==> src/rtl/wbseq_pkg.sv <==
package wbseq_pkg;
  typedef struct packed {
    logic capture;     // copy line into buffer
    logic burst;       // send whole line as burst
    logic clean;       // clear dirty flags of requested line
    logic invalidate;  // clear valid flag of requested line
  } wb_strobe_t;
endpackage

==> src/rtl/wbseq_ctrl.sv <==
module wbseq_ctrl
  import wbseq_pkg::*;
#(
  parameter int WORDS     = 4,
  parameter int BURST_MIN = 3
) (
  input  logic             wbReq,
  input  logic             wbEvict,
  input  logic             lineValid,
  input  logic [WORDS-1:0] lineDirty,
  input  logic             busy,
  output wb_strobe_t       strobe
);
  localparam int CNT_W = $clog2(WORDS + 1);

  logic [CNT_W-1:0] dirtyCount;
  logic             accept;

  always_comb begin
    dirtyCount = '0;
    for (int i = 0; i < WORDS; i++) dirtyCount = dirtyCount + CNT_W'(lineDirty[i]);
  end

  assign accept = wbReq && !busy;

  always_comb begin
    strobe            = '0;
    strobe.clean      = accept;
    strobe.invalidate = accept && wbEvict;
    strobe.capture    = accept && lineValid && (dirtyCount != '0);
    strobe.burst      = dirtyCount >= CNT_W'(BURST_MIN);
  end
endmodule

==> src/rtl/wbseq_dpath.sv <==
module wbseq_dpath
  import wbseq_pkg::*;
#(
  parameter int LINES     = 4,
  parameter int WORDS     = 4,
  parameter int WORD_W    = 32,
  parameter int TAG_W     = 21,
  parameter int ADDR_W    = 32,
  parameter int BURST_MIN = 3
) (
  input  logic                    clk,
  input  logic                    rst_n,
  input  logic                    fillEn,
  input  logic [$clog2(LINES)-1:0] fillSet,
  input  logic [TAG_W-1:0]        fillTag,
  input  logic [WORDS*WORD_W-1:0] fillLine,
  input  logic                    stEn,
  input  logic [$clog2(LINES)-1:0] stSet,
  input  logic [$clog2(WORDS)-1:0] stWord,
  input  logic [WORD_W-1:0]       stData,
  input  logic [$clog2(LINES)-1:0] wbSet,
  input  wb_strobe_t              strobe,
  input  logic                    memReady,
  output logic                    lineValid,
  output logic [WORDS-1:0]        lineDirty,
  output logic                    busy,
  output logic                    memValid,
  output logic [ADDR_W-1:0]       memAddr,
  output logic [WORD_W-1:0]       memData,
  output logic                    memBurst
);
  localparam int SET_W  = $clog2(LINES);
  localparam int WIDX_W = $clog2(WORDS);
  localparam int OFF_W  = $clog2(WORDS * WORD_W / 8);
  localparam int SETF_W = ADDR_W - TAG_W - OFF_W;

  logic [TAG_W-1:0]  tagArr   [LINES];
  logic [WORD_W-1:0] dataArr  [LINES][WORDS];
  logic [LINES-1:0]  validArr;
  logic [WORDS-1:0]  dirtyArr [LINES];

  logic [WORD_W-1:0] bufData [WORDS];
  logic [TAG_W-1:0]  bufTag;
  logic [SET_W-1:0]  bufSet;
  logic [WORDS-1:0]  pending;
  logic              bufBurst;
  logic [WIDX_W-1:0] popIdx;
  logic              pop;

  // line state flags
  always_ff @(posedge clk) begin
    if (!rst_n) begin
      validArr <= '0;
      for (int l = 0; l < LINES; l++) dirtyArr[l] <= '0;
    end else begin
      if (strobe.clean)      dirtyArr[wbSet] <= '0;
      if (strobe.invalidate) validArr[wbSet] <= 1'b0;
      if (stEn && validArr[stSet]) dirtyArr[stSet][stWord] <= 1'b1;
      if (fillEn) begin
        validArr[fillSet] <= 1'b1;
        dirtyArr[fillSet] <= '0;
      end
    end
  end

  // line contents
  always_ff @(posedge clk) begin
    if (stEn && validArr[stSet]) dataArr[stSet][stWord] <= stData;
    if (fillEn) begin
      tagArr[fillSet] <= fillTag;
      for (int w = 0; w < WORDS; w++) dataArr[fillSet][w] <= fillLine[w*WORD_W +: WORD_W];
    end
  end

  assign lineValid = validArr[wbSet];
  assign lineDirty = dirtyArr[wbSet];

  // lowest pending word goes first
  always_comb begin
    popIdx = '0;
    for (int w = WORDS - 1; w >= 0; w--) if (pending[w]) popIdx = WIDX_W'(w);
  end

  assign busy     = |pending;
  assign memValid = busy;
  assign pop      = memValid && memReady;
  assign memBurst = busy && bufBurst;
  assign memData  = bufData[popIdx];
  assign memAddr  = {bufTag, SETF_W'(bufSet), popIdx, {(OFF_W - WIDX_W){1'b0}}};

  // flush buffer
  always_ff @(posedge clk) begin
    if (!rst_n) begin
      pending  <= '0;
      bufBurst <= 1'b0;
    end else if (strobe.capture) begin
      pending  <= strobe.burst ? '1 : dirtyArr[wbSet];
      bufBurst <= strobe.burst;
    end else if (pop) begin
      pending[popIdx] <= 1'b0;
    end
  end

  always_ff @(posedge clk) begin
    if (strobe.capture) begin
      bufTag <= tagArr[wbSet];
      bufSet <= wbSet;
      for (int w = 0; w < WORDS; w++) bufData[w] <= dataArr[wbSet][w];
    end
  end

  assert_hold_R8: assert property (@(posedge clk) disable iff (!rst_n)
    memValid && !memReady |=> memValid && $stable(memAddr) && $stable(memData));

  assert_refuse_R9: assert property (@(posedge clk) disable iff (!rst_n)
    busy && !memReady |=> $stable(pending));

  assert_burst_order_R4: assert property (@(posedge clk) disable iff (!rst_n)
    pop && memBurst && (popIdx != WIDX_W'(WORDS - 1))
    |=> memBurst && (popIdx == $past(popIdx) + WIDX_W'(1)));

  assert_sparse_R5: assert property (@(posedge clk) disable iff (!rst_n)
    memValid && !memBurst |-> $countones(pending) < BURST_MIN);

  assert_clean_R10: assert property (@(posedge clk) disable iff (!rst_n)
    strobe.clean && !(stEn && stSet == wbSet) && !(fillEn && fillSet == wbSet)
    |=> dirtyArr[$past(wbSet)] == '0);
endmodule

==> src/rtl/dirty_wb_sequencer.sv <==
module dirty_wb_sequencer
  import wbseq_pkg::*;
#(
  parameter int LINES     = 4,
  parameter int WORDS     = 4,
  parameter int WORD_W    = 32,
  parameter int TAG_W     = 21,
  parameter int ADDR_W    = 32,
  parameter int BURST_MIN = 3
) (
  input  logic                      clk,
  input  logic                      rst_n,
  input  logic                      fill_en,
  input  logic [$clog2(LINES)-1:0]  fill_set,
  input  logic [TAG_W-1:0]          fill_tag,
  input  logic [WORDS*WORD_W-1:0]   fill_line,
  input  logic                      st_en,
  input  logic [$clog2(LINES)-1:0]  st_set,
  input  logic [$clog2(WORDS)-1:0]  st_word,
  input  logic [WORD_W-1:0]         st_data,
  input  logic                      wb_req,
  input  logic [$clog2(LINES)-1:0]  wb_set,
  input  logic                      wb_evict,
  output logic                      busy,
  output logic                      mem_valid,
  input  logic                      mem_ready,
  output logic [ADDR_W-1:0]         mem_addr,
  output logic [WORD_W-1:0]         mem_data,
  output logic                      mem_burst
);
  wb_strobe_t       strobe;
  logic             lineValid;
  logic [WORDS-1:0] lineDirty;

  wbseq_ctrl #(.WORDS(WORDS), .BURST_MIN(BURST_MIN)) ctrl (
    .wbReq(wb_req), .wbEvict(wb_evict), .lineValid(lineValid),
    .lineDirty(lineDirty), .busy(busy), .strobe(strobe)
  );

  wbseq_dpath #(
    .LINES(LINES), .WORDS(WORDS), .WORD_W(WORD_W), .TAG_W(TAG_W),
    .ADDR_W(ADDR_W), .BURST_MIN(BURST_MIN)
  ) dpath (
    .clk(clk), .rst_n(rst_n),
    .fillEn(fill_en), .fillSet(fill_set), .fillTag(fill_tag), .fillLine(fill_line),
    .stEn(st_en), .stSet(st_set), .stWord(st_word), .stData(st_data),
    .wbSet(wb_set), .strobe(strobe), .memReady(mem_ready),
    .lineValid(lineValid), .lineDirty(lineDirty), .busy(busy),
    .memValid(mem_valid), .memAddr(mem_addr), .memData(mem_data), .memBurst(mem_burst)
  );
endmodule

==> config.mk <==
export PLATFORM = sky130hd
export DESIGN_NAME = dirty_wb_sequencer
export DESIGN_NICKNAME = d
export VERILOG_FILES = /design/src/rtl/wbseq_pkg.sv /design/src/rtl/wbseq_ctrl.sv /design/src/rtl/wbseq_dpath.sv /design/src/rtl/dirty_wb_sequencer.sv
export SDC_FILE = /design/constraint.sdc
export NUM_CORES = 1
export LEC_CHECK = 0
export BUFFER_PORTS_ARGS = -buffer_cell sky130_fd_sc_hd__buf_2
export CAP_MARGIN = 20
export CORE_AREA = 2 2 263 265
export CTS_CLUSTER_DIAMETER = 120
export CTS_CLUSTER_SIZE = 30
export DETAILED_ROUTE_END_ITERATION = 8
export DIE_AREA = 0 0 265 267
export PLACE_DENSITY_LB_ADDON = 0.15
export SYNTH_ARGS = -nofsm -noshare
export SYNTH_HDL_FRONTEND = slang
export SYNTH_SLANG_ARGS = --single-unit
==> constraint.sdc <==
create_clock -name clk -period 15.2 [get_ports clk]
set_clock_uncertainty 0.05 [all_clocks]
set_input_delay 3.04 -clock clk [delete_from_list [all_inputs] [get_ports clk]]
set_output_delay 3.04 -clock clk [all_outputs]
set_load 0.02 [all_outputs]
==> flow_metrics.tcl, run 1 <==
set metrics [dict create \
    firstDrtPassIters 5 \
    synth_top_area_cell "edfxtp_1" \
    ys.flop_type "edfxtp_1" \
    rsz0062_at_grt "no" \
    critPathSlowestCell "buf_8" \
    synth-edff-count 747 \
    initial_core_util 0.4845 \
    crit_buf_inv 5 \
    cp.required_ns 15.42 \
    antenna_found_initial 24 \
    synth.top_cell.area_share 0.6810 \
    yosysUniqueCellTypes 48 \
    die-area_mm2 0.07076 \
    synth_seq_cells 772 \
    viasPerCell 5.930 \
    num_rows 96 \
    reg2reg_depth 11 \
    post-place-ws_ns 7.246 \
    h-tree-depth 1 \
    wl_per_cell_um 27.46 \
    core_area_mm2 0.06799 \
    cts_hold_repair.buffers 0 \
    yosys_warnings 0 \
    synth_cells 2299 \
    ys_async_sr_fraction 0 \
    cts.path.max_buffers 3 \
    grt_max_degree 95 \
    synthTopCellsByArea "edfxtp_1 68%, mux4_2 11%, nand2_1 9.9%, a21o_1 2.9%, dfxtp_1 1.5%" \
    holdWs_ns 0.4245 \
    critPathMaxFanout 72 \
    path_cells "buf_8, mux4_2, ha_1, inv_1, fa_1, inv_1, ha_1, nand2b_1, nor2_1, nor2_4, buf_4, buf_4" \
    drive_above_1_share 0.2034 \
    fin_crit_ns 7.179 \
    hold_path_end "dpath.dirtyArr[3][1]" \
    peakVddDrop_uv 72.91 \
    dp_hpwl_mm 53.16 \
    clk_latency_ns 0.63 \
    hold_class "flop to flop" \
    place.gp.congestion 0.8145 \
    cts.sinks 772 \
    vias 20180 \
    antenna_left 0 \
    die_w_um 265 \
    crit_arrival_ns 7.40 \
    cts_tree "built" \
    nets 2697 \
    gr-total-overflow 0 \
    cpPeakStageDelay_ns 0.65 \
    setup-violations-final 0 \
    drt_wl_total_mm 93.44 \
    finalWorstSetupSlack_ns 8.021 \
    ys_top_cells_by_count "873 x nand2_1, 747 x edfxtp_1, 155 x mux4_2" \
    fp.dieH_um 267 \
    status "finished, final reports clean" \
    r2r_slack_ns 10.94 \
    yosysMostFrequentCell "nand2_1" \
    io_pins 263 \
    worstSetupPathType "primary input to flop" \
    finalCritPeriodShare 0.4723 \
    max_slew_margin 0.2489 \
    yosysSeqAreaShare 0.6962 \
    p_leak_nw 13.38 \
    r2r-end "dpath.bufData[1][2]" \
    synth_area_per_cell_um2 14.33 \
    endpoint_kind "flop" \
    powerDensity_mw_per_mm2 103.6 \
    grtUsageTotal 0.2652 \
    worst_pin_slew_ns 1.127 \
    critPathTopFamily "buffers and inverters" \
    grt_pass1_vias 20960 \
    synthToLayoutAreaGrowth_pct 9.511 \
    cts_setup_buffers 0 \
    r2r-start "dpath.dirtyArr[2][0]" \
    maxCapViolations 0 \
    io_buffer_count 255 \
    finalMaxSlewViolations 0 \
    hold_viol 0 \
    tns_ns 0 \
    dr.first_iter.drc_count 1958 \
    start_kind "primary input" \
    hp-start "dpath.dirtyArr[3][1]" \
    clkTransAtPathRegs_ns 0.11 \
    crit_start "wb_set[0]" \
    fmax_mhz 139.3 \
    numCtsBuffers 29 \
    hold_depth 2 \
    drc 0 \
    netlist_area_mm2 0.03294 \
    clock-root-buffer "clkbuf_16" \
    grt_pass1_wl_mm 136.4 \
    post_cts_resized 0 \
]
-- power by group --
group          switching [mW]  internal [mW]
Clock                   0.621          0.357
Combinational           0.216          0.118
Sequential             0.0130           2.41
Total                   0.850           2.89
-- logic make-up (layout without fill, tap and decap cells) --
kind of cell | Yosys count | count (layout) | synth area share
buffers and inverters | 149 | 351 | 0.02081
adder cells (fa/ha/maj) | 4 | 4 | 0.001747
multiplexers | 187 | 187 | 0.1157
AO/OA/AOI/OAI | 245 | 245 | 0.05196
AND/OR/NAND/NOR | 941 | 941 | 0.1135
other | 1 | 21 | 0.0001138
flip-flops | 772 | 772 | 0.6962
-- worst max path at each step --
stage	endpoint	cells after the start
global route	dpath.bufSet[0]	12
CTS	dpath.bufData[2][10]	12
global placement	dpath.bufData[3][3]	12
floorplan	dpath.bufData[0][0]	10
finish	dpath.bufData[1][2]	12
detailed placement	dpath.bufData[0][3]	12
-- placed cells by master (no fill, tap or decap), types with 16 or more instances in the layout --
| cell type | count |
|---|---|
| nand2_1 | 873 |
| edfxtp_1 | 747 |
| buf_2 | 253 |
| mux4_2 | 155 |
| a21o_1 | 128 |
| buf_4 | 35 |
| and2_1 | 33 |
| mux2i_1 | 32 |
| a22oi_1 | 32 |
| o21ai_0 | 32 |
| clkbuf_16 | 29 |
| dfxtp_1 | 25 |
| o21ai_4 | 16 |
-- per-stage QoR --
stage	utilization	cell area (µm²)	std cells	total power, mW
after floorplan	-	32960	2305	2.666
after global placement	0.5185	35250	3347	2.798
after detailed placement	0.5187	35260	3348	2.809
after CTS	0.5301	36040	3389	3.753
after global routing	0.5304	36060	3397	3.852
final	0.5306	36070	3403	3.737
-- per-layer routing --
layer / global-route usage / routed length, µm / up-vias
met5: 0 / 71 / -
met4: 0.09375 / 3085 / 12
met3: 0.03986 / 6938 / 187
met2: 0.4617 / 47410 / 927
met1: 0.3401 / 35930 / 10240
li1: - / - / 8809
-- tightest hold or removal path, cell delays in order, from the launching register on --
cell and delay [ns]:
dfxtp_1 0.34, inv_1 0.05, o22ai_1 0.05
-- state kept, by name, indices dropped and copies added, names as in the netlist --
signal,flops
dpath.dataArr,512
dpath.validArr,4
dpath.bufSet,2
dpath.bufData,128
dpath.bufTag,21
dpath.bufBurst,1
dpath.pending,4
dpath.tagArr,84
dpath.dirtyArr,16
-- area by class of cell --
cell class,instances,area [µm²]
Fill cell,5662,31910
Sequential cell,772,22930
Multi-Input combinational cell,1384,9569
Timing Repair Buffer,291,1567
Tap cell,882,1104
Clock buffer,40,767.0
Inverter,19,91.34
Antenna cell,14,35.03
Clock inverter,1,8.758
Power figures use the tool's default switching activity.
==> inputs of run 2 (changes only) <==
==> constraint.sdc (replaced) <==
create_clock -name clk -period 5.8 [get_ports clk]
set_clock_uncertainty 0.05 [all_clocks]
set_input_delay 1.16 -clock clk [delete_from_list [all_inputs] [get_ports clk]]
set_output_delay 1.16 -clock clk [all_outputs]
set_load 0.02 [all_outputs]
==> run 2 against run 1 <==
  * Hold slack got worse by 0.0048 ns
  * Via count rose by 0.54%
  * Non-clock buffer count increased by 10
  * Sequential cell count unchanged
  * Sequential power grew to 2.6 times the previous value
  * Sequential share of layout area fell by 0.25 points
  * Critical path depth fell by 6
  * First-iteration DRC count grew 17%
  * Clock power increased to 2.6 times the previous value
  * Critical path type is now flop to output pin
==> flow_metrics.tcl, run 2 (same netlist as run 1, synthesis figures left out) <==
set metrics [dict create \
    crit_start "dpath.pending[1]" \
    clk_latency_ns 0.65 \
    numCtsBuffers 29 \
    rsz0062_at_grt "no" \
    drt_wl_total_mm 93.23 \
    initial_core_util 0.4845 \
    layout_commonest_cell "nand2_1" \
    final-seq-area_mm2 0.02293 \
    grt_max_degree 151 \
    io_pins 263 \
    fin_crit_ns 4.257 \
    grtUsageTotal 0.2649 \
    gr-total-overflow 0 \
    dp_hpwl_mm 55.25 \
    cts_hold_repair.buffers 0 \
    drive_above_1_share 0.2065 \
    firstDrtPassIters 5 \
    post_cts_resized 0 \
    tns_ns 0 \
    p_leak_nw 13.46 \
    die-area_mm2 0.07076 \
    r2r-start "dpath.dirtyArr[2][1]" \
    cp.required_ns 4.59 \
    r2r_slack_ns 2.54 \
    place.gp.congestion 0.8424 \
    cts_tree "built" \
    mostFrequentLayoutCells "873 x nand2_1, 747 x edfxtp_1, 253 x buf_2, 155 x mux4_2, 128 x a21o_1" \
    critPathMaxFanout 19 \
    placed_cells 3357 \
    fillers 5670 \
    core_area_mm2 0.06799 \
    crit_arrival_ns 3.05 \
    worst_pin_slew_ns 1.143 \
    endpoint_kind "output pin" \
    critPathSlowestCell "and3_2" \
    multiInputGateArea_mm2 0.009559 \
    hold_viol 0 \
    io_buffer_count 255 \
    top_register "dpath.dataArr" \
    path_cells "inv_1, and3_2, buf_4, a22oi_1, o21ai_0, buf_2" \
    cts.path.max_buffers 3 \
    cts.sinks 772 \
    instances_no_fill 3407 \
    status "finished, final reports clean" \
    reg_top3 "dpath.dataArr: 512 flops, dpath.bufData: 128 flops, dpath.tagArr: 84 flops" \
    hold_class "flop to flop" \
    largest_register_ffs 512 \
    grt_pass1_vias 20750 \
    r2r-end "dpath.bufData[0][18]" \
    clock-root-buffer "clkbuf_16" \
    dr.first_iter.drc_count 2293 \
    fp.dieH_um 267 \
    h-tree-depth 1 \
    antenna_left 0 \
    num_rows 96 \
    wl_per_cell_um 27.37 \
    postLayoutCoreUtil 0.5327 \
    finalMaxSlewViolations 0 \
    cpPeakStageDelay_ns 0.58 \
    powerDensity_mw_per_mm2 271.6 \
    die_w_um 265 \
    maxCapViolations 0 \
    antenna_found_initial 8 \
    reg2reg_depth 10 \
    drc 0 \
    vias 20290 \
    max_slew_margin 0.2379 \
    start_kind "flop" \
    fmax_mhz 234.9 \
    setup-violations-final 0 \
    synthToLayoutAreaGrowth_pct 9.944 \
    peakVddDrop_uv 281.6 \
    nets 2707 \
    cts_setup_buffers 0 \
    clkTransAtPathRegs_ns 0.12 \
    cp-endpoint "mem_data[31]" \
    viasPerCell 5.955 \
    worstSetupPathType "flop to output pin" \
    grt_pass1_wl_mm 136.2 \
    finalCritPeriodShare 0.7339 \
]
-- run 2: cell count changes in the layout (fill, tap and decap cells not counted) --
cell	delta
inv_6	-2
buf_12	+4
clkbuf_1	+1
diode_2	-7
buf_16	+2
nand3_2	+1
nand3_4	-1
or3b_4	-1
inv_8	+2
or3b_2	+1
buf_4	+5
buf_6	-1
-- run 2: cell type report --
| cell class | instances | area share |
|---|---|---|
| tap | 882 | 0.03047 |
| clock inverter | 1 | 0.0002418 |
| antenna | 7 | 0.0004837 |
| timing repair buffer | 301 | 0.04771 |
| inverter | 19 | 0.002660 |
| multi-input combinational | 1384 | 0.2639 |
| clock buffer | 41 | 0.02128 |
| sequential | 772 | 0.6332 |
-- run 2: how the worst min path moves through the flow --
stage | start | end | slack, ns | depth (start not counted)
finish | dpath.dirtyArr[3][0] | dpath.dirtyArr[3][0] | 0.42 | 2
floorplan | dpath.dirtyArr[3][0] | dpath.dirtyArr[3][0] | 0.38 | 2
CTS | dpath.dirtyArr[3][0] | dpath.dirtyArr[3][0] | 0.42 | 2
global route | dpath.dirtyArr[3][0] | dpath.dirtyArr[3][0] | 0.45 | 2
detailed placement | dpath.dirtyArr[2][2] | dpath.dirtyArr[2][2] | 0.40 | 1
global placement | dpath.dirtyArr[3][2] | dpath.dirtyArr[3][2] | 0.40 | 2
-- run 2: through the flow --
step / setup slack (ns) / instance area (µm²) / total power, mW / hold WS (ns)
6_report: 1.543 / 36220 / 9.836 / 0.4197
4_1_cts: 1.555 / 36170 / 9.870 / 0.4179
2_1_floorplan: 0.2093 / 32970 / 6.987 / 0.3757
3_3_place_gp: 1.300 / 35360 / 7.348 / 0.4014
3_5_place_dp: 1.292 / 35390 / 7.378 / 0.3965
5_1_grt: 1.443 / 36210 / 10.12 / 0.4465
-- run 2: worst max-delay path: cells and delay by family (launching register included) --
kind            cells  cell delay (ns)
simple gates        1             0.58
flops               1             0.41
buf+inv             3             0.90
compound gates      2             0.46
-- run 2: layer usage --
layer,global-route usage,share of wire,up-vias
met3,0.02906,0.078,155
met5,0,0,-
met4,0.09208,0.033,0
met2,0.4550,0.50,973
met1,0.3534,0.39,10350
li1,-,-,8811
-- run 2: where the power goes --
part | switching (mW) | internal (mW) | total [mW]
Clock | 1.65 | 0.938 | 2.59
Combinational | 0.579 | 0.316 | 0.895
Sequential | 0.0342 | 6.32 | 6.36
